[src/rtl/pss_pkg.sv]
package pss_pkg;

    typedef enum logic [2:0] {
        ST_IDLE,
        ST_SETTLE,
        ST_DESKEW,
        ST_PREAMBLE,
        ST_DATA_OK
    } pss_state_e;

    function automatic int max2(input int a, input int b);
        return (a > b) ? a : b;
    endfunction

endpackage

[src/rtl/pss_len_calc.sv]
// Latches the preamble configuration at start and converts it into a cycle count.
module pss_len_calc #(
    parameter int PRE_W = 8
) (
    input  logic             clk,
    input  logic             rst_n,
    input  logic             load_i,
    input  logic             time_mode_i,
    input  logic [PRE_W-1:0] len_i,
    output logic [PRE_W:0]   cyc_o
);
    localparam int OW = PRE_W + 1;

    logic [PRE_W:0] cyc_d;
    logic [PRE_W:0] len_ext;

    assign len_ext = {1'b0, len_i};

    always_comb begin
        if (len_i == '0) begin
            cyc_d = OW'(2);
        end else if (time_mode_i) begin
            cyc_d = len_ext + OW'(len_i[0]);
        end else begin
            cyc_d = {len_i, 1'b0};
        end
    end

    always_ff @(posedge clk or negedge rst_n) begin
        if (!rst_n) begin
            cyc_o <= OW'(2);
        end else if (load_i) begin
            cyc_o <= cyc_d;
        end
    end
endmodule

[src/rtl/pss_timer.sv]
// Cycle counter flagging the last cycle of a programmed interval.
module pss_timer #(
    parameter int CW = 10
) (
    input  logic          clk,
    input  logic          rst_n,
    input  logic          clear_i,
    input  logic [CW-1:0] limit_i,
    output logic          last_o
);
    logic [CW-1:0] cnt_q;

    always_ff @(posedge clk or negedge rst_n) begin
        if (!rst_n) begin
            cnt_q <= '0;
        end else if (clear_i) begin
            cnt_q <= '0;
        end else begin
            cnt_q <= cnt_q + CW'(1);
        end
    end

    assign last_o = (cnt_q == (limit_i - CW'(1)));
endmodule

[src/rtl/pss_pace.sv]
// REQ at the transfer rate and P1 at half of it, both starting high.
module pss_pace (
    input  logic clk,
    input  logic rst_n,
    input  logic run_i,
    output logic req_o,
    output logic p1_o
);
    logic [1:0] ph_q;

    always_ff @(posedge clk or negedge rst_n) begin
        if (!rst_n) begin
            ph_q <= 2'd0;
        end else if (run_i) begin
            ph_q <= ph_q + 2'd1;
        end else begin
            ph_q <= 2'd0;
        end
    end

    assign req_o = run_i & ~ph_q[0];
    assign p1_o  = run_i & ~ph_q[1];
endmodule

[src/rtl/paced_start_seq.sv]
module paced_start_seq
    import pss_pkg::*;
#(
    parameter int SETTLE_SHORT_CYC = 8,
    parameter int SETTLE_LONG_CYC  = 16,
    parameter int DESKEW_CYC       = 2,
    parameter int PRE_W            = 8
) (
    input  logic             clk,
    input  logic             rst_n,
    input  logic             start_i,
    input  logic             prev_out_i,
    input  logic             time_mode_i,
    input  logic [PRE_W-1:0] pre_len_i,
    input  logic             stop_i,
    output logic             sel_o,
    output logic             req_o,
    output logic             p1_o,
    output logic             data_ok_o,
    output logic             done_o
);
    localparam int MAXC = max2(max2(SETTLE_LONG_CYC, SETTLE_SHORT_CYC),
                               max2(2 * DESKEW_CYC, 2 ** (PRE_W + 1)));
    localparam int CW   = $clog2(MAXC + 1);

    pss_state_e     state_q, state_d;
    logic           long_q;
    logic           done_q;
    logic           accept;
    logic           tmr_last;
    logic           tmr_clear;
    logic [CW-1:0]  limit;
    logic [PRE_W:0] pre_cyc;
    logic           run;

    assign accept = (state_q == ST_IDLE) && start_i && !stop_i;

    // next-state logic
    always_comb begin
        state_d = state_q;
        if (stop_i) begin
            state_d = ST_IDLE;
        end else begin
            unique case (state_q)
                ST_IDLE:     if (start_i)  state_d = ST_SETTLE;
                ST_SETTLE:   if (tmr_last) state_d = ST_DESKEW;
                ST_DESKEW:   if (tmr_last) state_d = ST_PREAMBLE;
                ST_PREAMBLE: if (tmr_last) state_d = ST_DATA_OK;
                ST_DATA_OK:                state_d = ST_DATA_OK;
                default:                   state_d = ST_IDLE;
            endcase
        end
    end

    // state register
    always_ff @(posedge clk or negedge rst_n) begin
        if (!rst_n) begin
            state_q <= ST_IDLE;
            long_q  <= 1'b0;
            done_q  <= 1'b0;
        end else begin
            state_q <= state_d;
            if (accept) begin
                long_q <= prev_out_i;
            end
            done_q <= (state_d == ST_DATA_OK) && (state_q != ST_DATA_OK);
        end
    end

    // interval selection per state
    always_comb begin
        unique case (state_q)
            ST_SETTLE:   limit = long_q ? CW'(SETTLE_LONG_CYC) : CW'(SETTLE_SHORT_CYC);
            ST_DESKEW:   limit = CW'(2 * DESKEW_CYC);
            ST_PREAMBLE: limit = CW'(pre_cyc);
            default:     limit = CW'(1);
        endcase
    end

    assign tmr_clear = (state_d != state_q) || (state_q == ST_IDLE) ||
                       (state_q == ST_DATA_OK);
    assign run       = (state_q == ST_PREAMBLE) || (state_q == ST_DATA_OK);

    pss_len_calc #(.PRE_W(PRE_W)) u_len (
        .clk         (clk),
        .rst_n       (rst_n),
        .load_i      (accept),
        .time_mode_i (time_mode_i),
        .len_i       (pre_len_i),
        .cyc_o       (pre_cyc)
    );

    pss_timer #(.CW(CW)) u_tmr (
        .clk     (clk),
        .rst_n   (rst_n),
        .clear_i (tmr_clear),
        .limit_i (limit),
        .last_o  (tmr_last)
    );

    pss_pace u_pace (
        .clk   (clk),
        .rst_n (rst_n),
        .run_i (run),
        .req_o (req_o),
        .p1_o  (p1_o)
    );

    // state-decoded outputs
    always_comb begin
        sel_o     = (state_q == ST_SETTLE);
        data_ok_o = (state_q == ST_DATA_OK);
        done_o    = done_q;
    end
endmodule

[config.mk]
export PLATFORM = sky130hd
export DESIGN_NAME = paced_start_seq
export DESIGN_NICKNAME = d
export VERILOG_FILES = /design/src/rtl/pss_pkg.sv /design/src/rtl/pss_len_calc.sv /design/src/rtl/pss_timer.sv /design/src/rtl/pss_pace.sv /design/src/rtl/paced_start_seq.sv
export SDC_FILE = /design/constraint.sdc
export NUM_CORES = 1
export LEC_CHECK = 0
export ABC_AREA = 0
export BUFFER_PORTS_ARGS = -buffer_cell sky130_fd_sc_hd__buf_2
export CAP_MARGIN = 20
export CORE_MARGIN = 5
export CORE_UTILIZATION = 54
export DETAILED_ROUTE_END_ITERATION = 8
export HOLD_SLACK_MARGIN = 0.12
export PLACE_DENSITY = 0.85
export SLEW_MARGIN = 5
export SYNTH_ARGS = -nofsm -noshare
export SYNTH_HDL_FRONTEND = slang
export SYNTH_SLANG_ARGS = --single-unit
[constraint.sdc]
create_clock -name clk -period 6.7 [get_ports clk]
set_clock_uncertainty 0.2 [all_clocks]
set_input_delay 1.34 -clock clk [delete_from_list [all_inputs] [get_ports clk]]
set_output_delay 1.34 -clock clk [all_outputs]
set_load 0.02 [all_outputs]
==> summary.md <==
| Metric | Value |
|---|---|
| Outcome | `completed` |
| Die area | `4700 um^2` |
| PortBufs | `18` |
| CTS tree | `yes` |
| Gp weighted congestion | `0.881` |
| Slew Viols, Final | `0` |
| Routed len/inst | `~14 um` |
| Pwr/cell area | `~270 nW/um^2` |
| End of the worst register-to-register path | `state_q[0]$_DFF_PN0_` |
| Hold path start | `u_pace.ph_q[0]$_DFF_PN0_` |
| RSZ-0062 raised after global routing | `false` |
| Fill count | `319` |
| Final Hold Violating Endpoints | `0` |
| Setup TNS Final | `0 ns` |
| Min cycle time layout | `between 3 and 4 ns` |
| Most used flip-flop cell after synthesis | `dfrtp_1` |
| Max Buffers Root-to-Sink | `2` |
| Multi-input gate area | `1130 um^2` |
| Post-synthesis sequential area ratio | `33.8%` |
| CTS root buffer | `clkbuf_4` |
| Max VDD drop | `0.000168 V` |
| Period utilization | `51.5%` |
| CTS sink count | `25` |
| Share of synthesized registers carrying an async set or reset | `100%` |
| Critical Path, Cell by Cell | `nor2_1 -> nand2_1 -> inv_1 -> nor2_1 -> nor2_1 -> buf_2` |
| Max FO, Critical Path | `26` |
| Mapped Cells | `220` |
| Syn_nets | `237` |
| Synth cell count leaders | `nor2_1, dfrtp_1, nand2_1` |
| Drt drc | `0` |
| Leak | `0.816 nW` |
| Die W | `about 69 um` |
| Storage element area | `627 um^2` |
| Core area | `3340 um^2` |
| Worst slew pin tran | `0.690 ns` |
| Critical path's most frequent cell | `nor2_1` |
| Number of flops mapped to enable cells by yosys | `0` |
| Postcts setup bufs | `0` |
| Hold slack final | `0.267 ns` |
| Initial core utilization | `~56%` |
| CTS Hold Bufs | `0` |
| Worst Path Arrival | `~1.9 ns` |
| Reg2Reg Launch Point | `state_q[1]$_DFF_PN0_` |
| First-pass GRT wire length | `6960 um` |
| Largest net degree at the start of global routing | `27` |
| Share of post-route cells with drive strength above 1 | `between 10% and 20%` |
| First-pass DRT Iterations | `4` |
| Tot GR Track Use | `19.5%` |
| Total congestion overflow | `0` |
| Sink of the worst hold path | `u_pace.ph_q[0]$_DFF_PN0_` |
| Initial antenna violation count | `0` |
| Top cells by area, synth | `dfrtp_1, nor2_1, mux2i_1` |
| DRT Wirelength | `3930 um` |
| CP endpoint kind | `output port` |
| Pre-CTS setup slack | `3.51 ns` |
| Synth top area share | `32.4%` |
| PostCTS Resize Cnt | `0` |
| Setup slack, reg-to-reg | `3.49 ns` |
| CP required | `between 5 and 6 ns` |
| Ant. Diodes | `0` |
| IO Count | `19` |
| Total Nets Final | `246` |
| Fmax | `290 MHz` |
| Hold depth | `1` |
| Vias in the first global route | `1595` |
| DP Wirelength | `2950 um` |
| Die Ht | `around 69 um` |
| Vias | `1627` |
| Flops & latches, synth | `25` |
| Area delta synth->final | `6.01%` |
| Startpoint Class | `flop` |
| Final setup fails | `0` |
| Post-Syn Area | `1850 um^2` |
| CP max stage cell | `dfrtp_1` |
| Post-route ant nets | `0` |
| Vias per inst | `between 5 and 6` |
| Synth Warn # | `0` |
| Max_slew headroom | `54.0%` |
| Later-pin clock latency in the skew report | `roughly 0.32 ns` |
| Most common cell in the netlist | `nor2_1` |
| HP Class | `flop to flop` |
| Setup CP Type | `flop to output port` |
| CTS Buf Count | `3` |
| H-tree Lvls | `1` |
| DRT iter0 DRCs | `73` |
| Reg clk slew, reported paths | `0.13 ns` |
| Row cnt | `21` |
| Max stage delay on crit path | `approximately 0.8 ns` |
| Avg Cell Area, Syn | `8.42 um^2` |
| Post-synth top area cell | `dfrtp_1` |
| Max_cap viols | `0` |
| FF-to-FF path depth | `7` |
| Yosys cell types | `55` |
| Setup ws final | `3.25 ns` |
layout by cell type (no fill, tap or decap), types with 3 or more instances in the layout:
cell type / count
a21o_1: 3
a21oi_1: 8
a22o_1: 3
and3_1: 4
and4b_1: 3
buf_2: 18
clkbuf_4: 3
dfrtp_1: 24
ha_1: 3
inv_1: 8
mux2i_1: 7
nand2_1: 18
nand2b_1: 3
nand3_1: 14
nor2_1: 32
nor4_1: 4
nor4b_1: 3
o21ai_0: 10
or3_1: 3
xnor2_1: 8
xor2_1: 6
logic make-up after synthesis:
logic type | after synthesis | synth area share, %
and+or+nand+nor | 101 | 29.0
AOI/OAI and AO/OA | 47 | 19.2
DFF | 25 | 33.8
buffers and inverters | 22 | 5.00
xor gates and xnor gates | 14 | 6.62
muxes | 8 | 4.39
adders and majority gates | 3 | 2.03
state kept, by name, indices dropped and copies added, names as in the netlist:
| register | flops |
|---|---|
| u_len.cyc_o | 8 |
| long_q | 1 |
| u_tmr.cnt_q | 10 |
| done_o | 1 |
| state_q | 3 |
| u_pace.ph_q | 2 |
worst max path at each step:
| stage | from | to | slack (ns) |
|---|---|---|---|
| after global routing | state_q[1]$_DFF_PN0_ | req_o | 3.04 |
| after CTS | state_q[1]$_DFF_PN0_ | req_o | 3.25 |
| final | state_q[1]$_DFF_PN0_ | req_o | 3.25 |
| after global placement | stop_i | u_len.cyc_o[5]$_DFFE_PN0P_ | 3.59 |
| after detailed placement | stop_i | u_len.cyc_o[5]$_DFFE_PN0P_ | 3.51 |
| after floorplan | state_q[1]$_DFF_PN0_ | req_o | 3.47 |
layer usage:
layer,global-route usage [%],share of wire [%]
met1,24.5,44
met2,34.6,50
met5,0,0
met4,7.69,1.6
met3,1.46,4.4
final cells by class:
class,count,share of cell area (%)
timing repair buffer,18,4.59
multi-input combinational,173,57.7
inverter,8,1.53
tap,46,2.93
clock buffer,4,1.34
sequential,25,31.9
stage by stage:
stage	std cells	total power (W)	instance area, um^2	util (%)
floorplan	220	0.000416	1850	-
global placement	270	0.000460	1940	58.1
detailed placement	270	0.000466	1940	58.1
CTS	274	0.000534	1960	58.9
global route	274	0.000577	1960	58.9
finish	274	0.000534	1960	58.9
power by group:
part | switching, W | internal [W]
sequential | 0.0000714 | 0.000187
combinational | 0.000116 | 0.0000926
clock | 0.0000447 | 0.0000234
critical path: cells and delay by family (launching register included):
kind / cells / cell delay [ns]
buf+inv: 2 / 0.23
simple gates: 4 / 0.55
flops: 1 / 0.81
(Power assumes the default switching activity.)
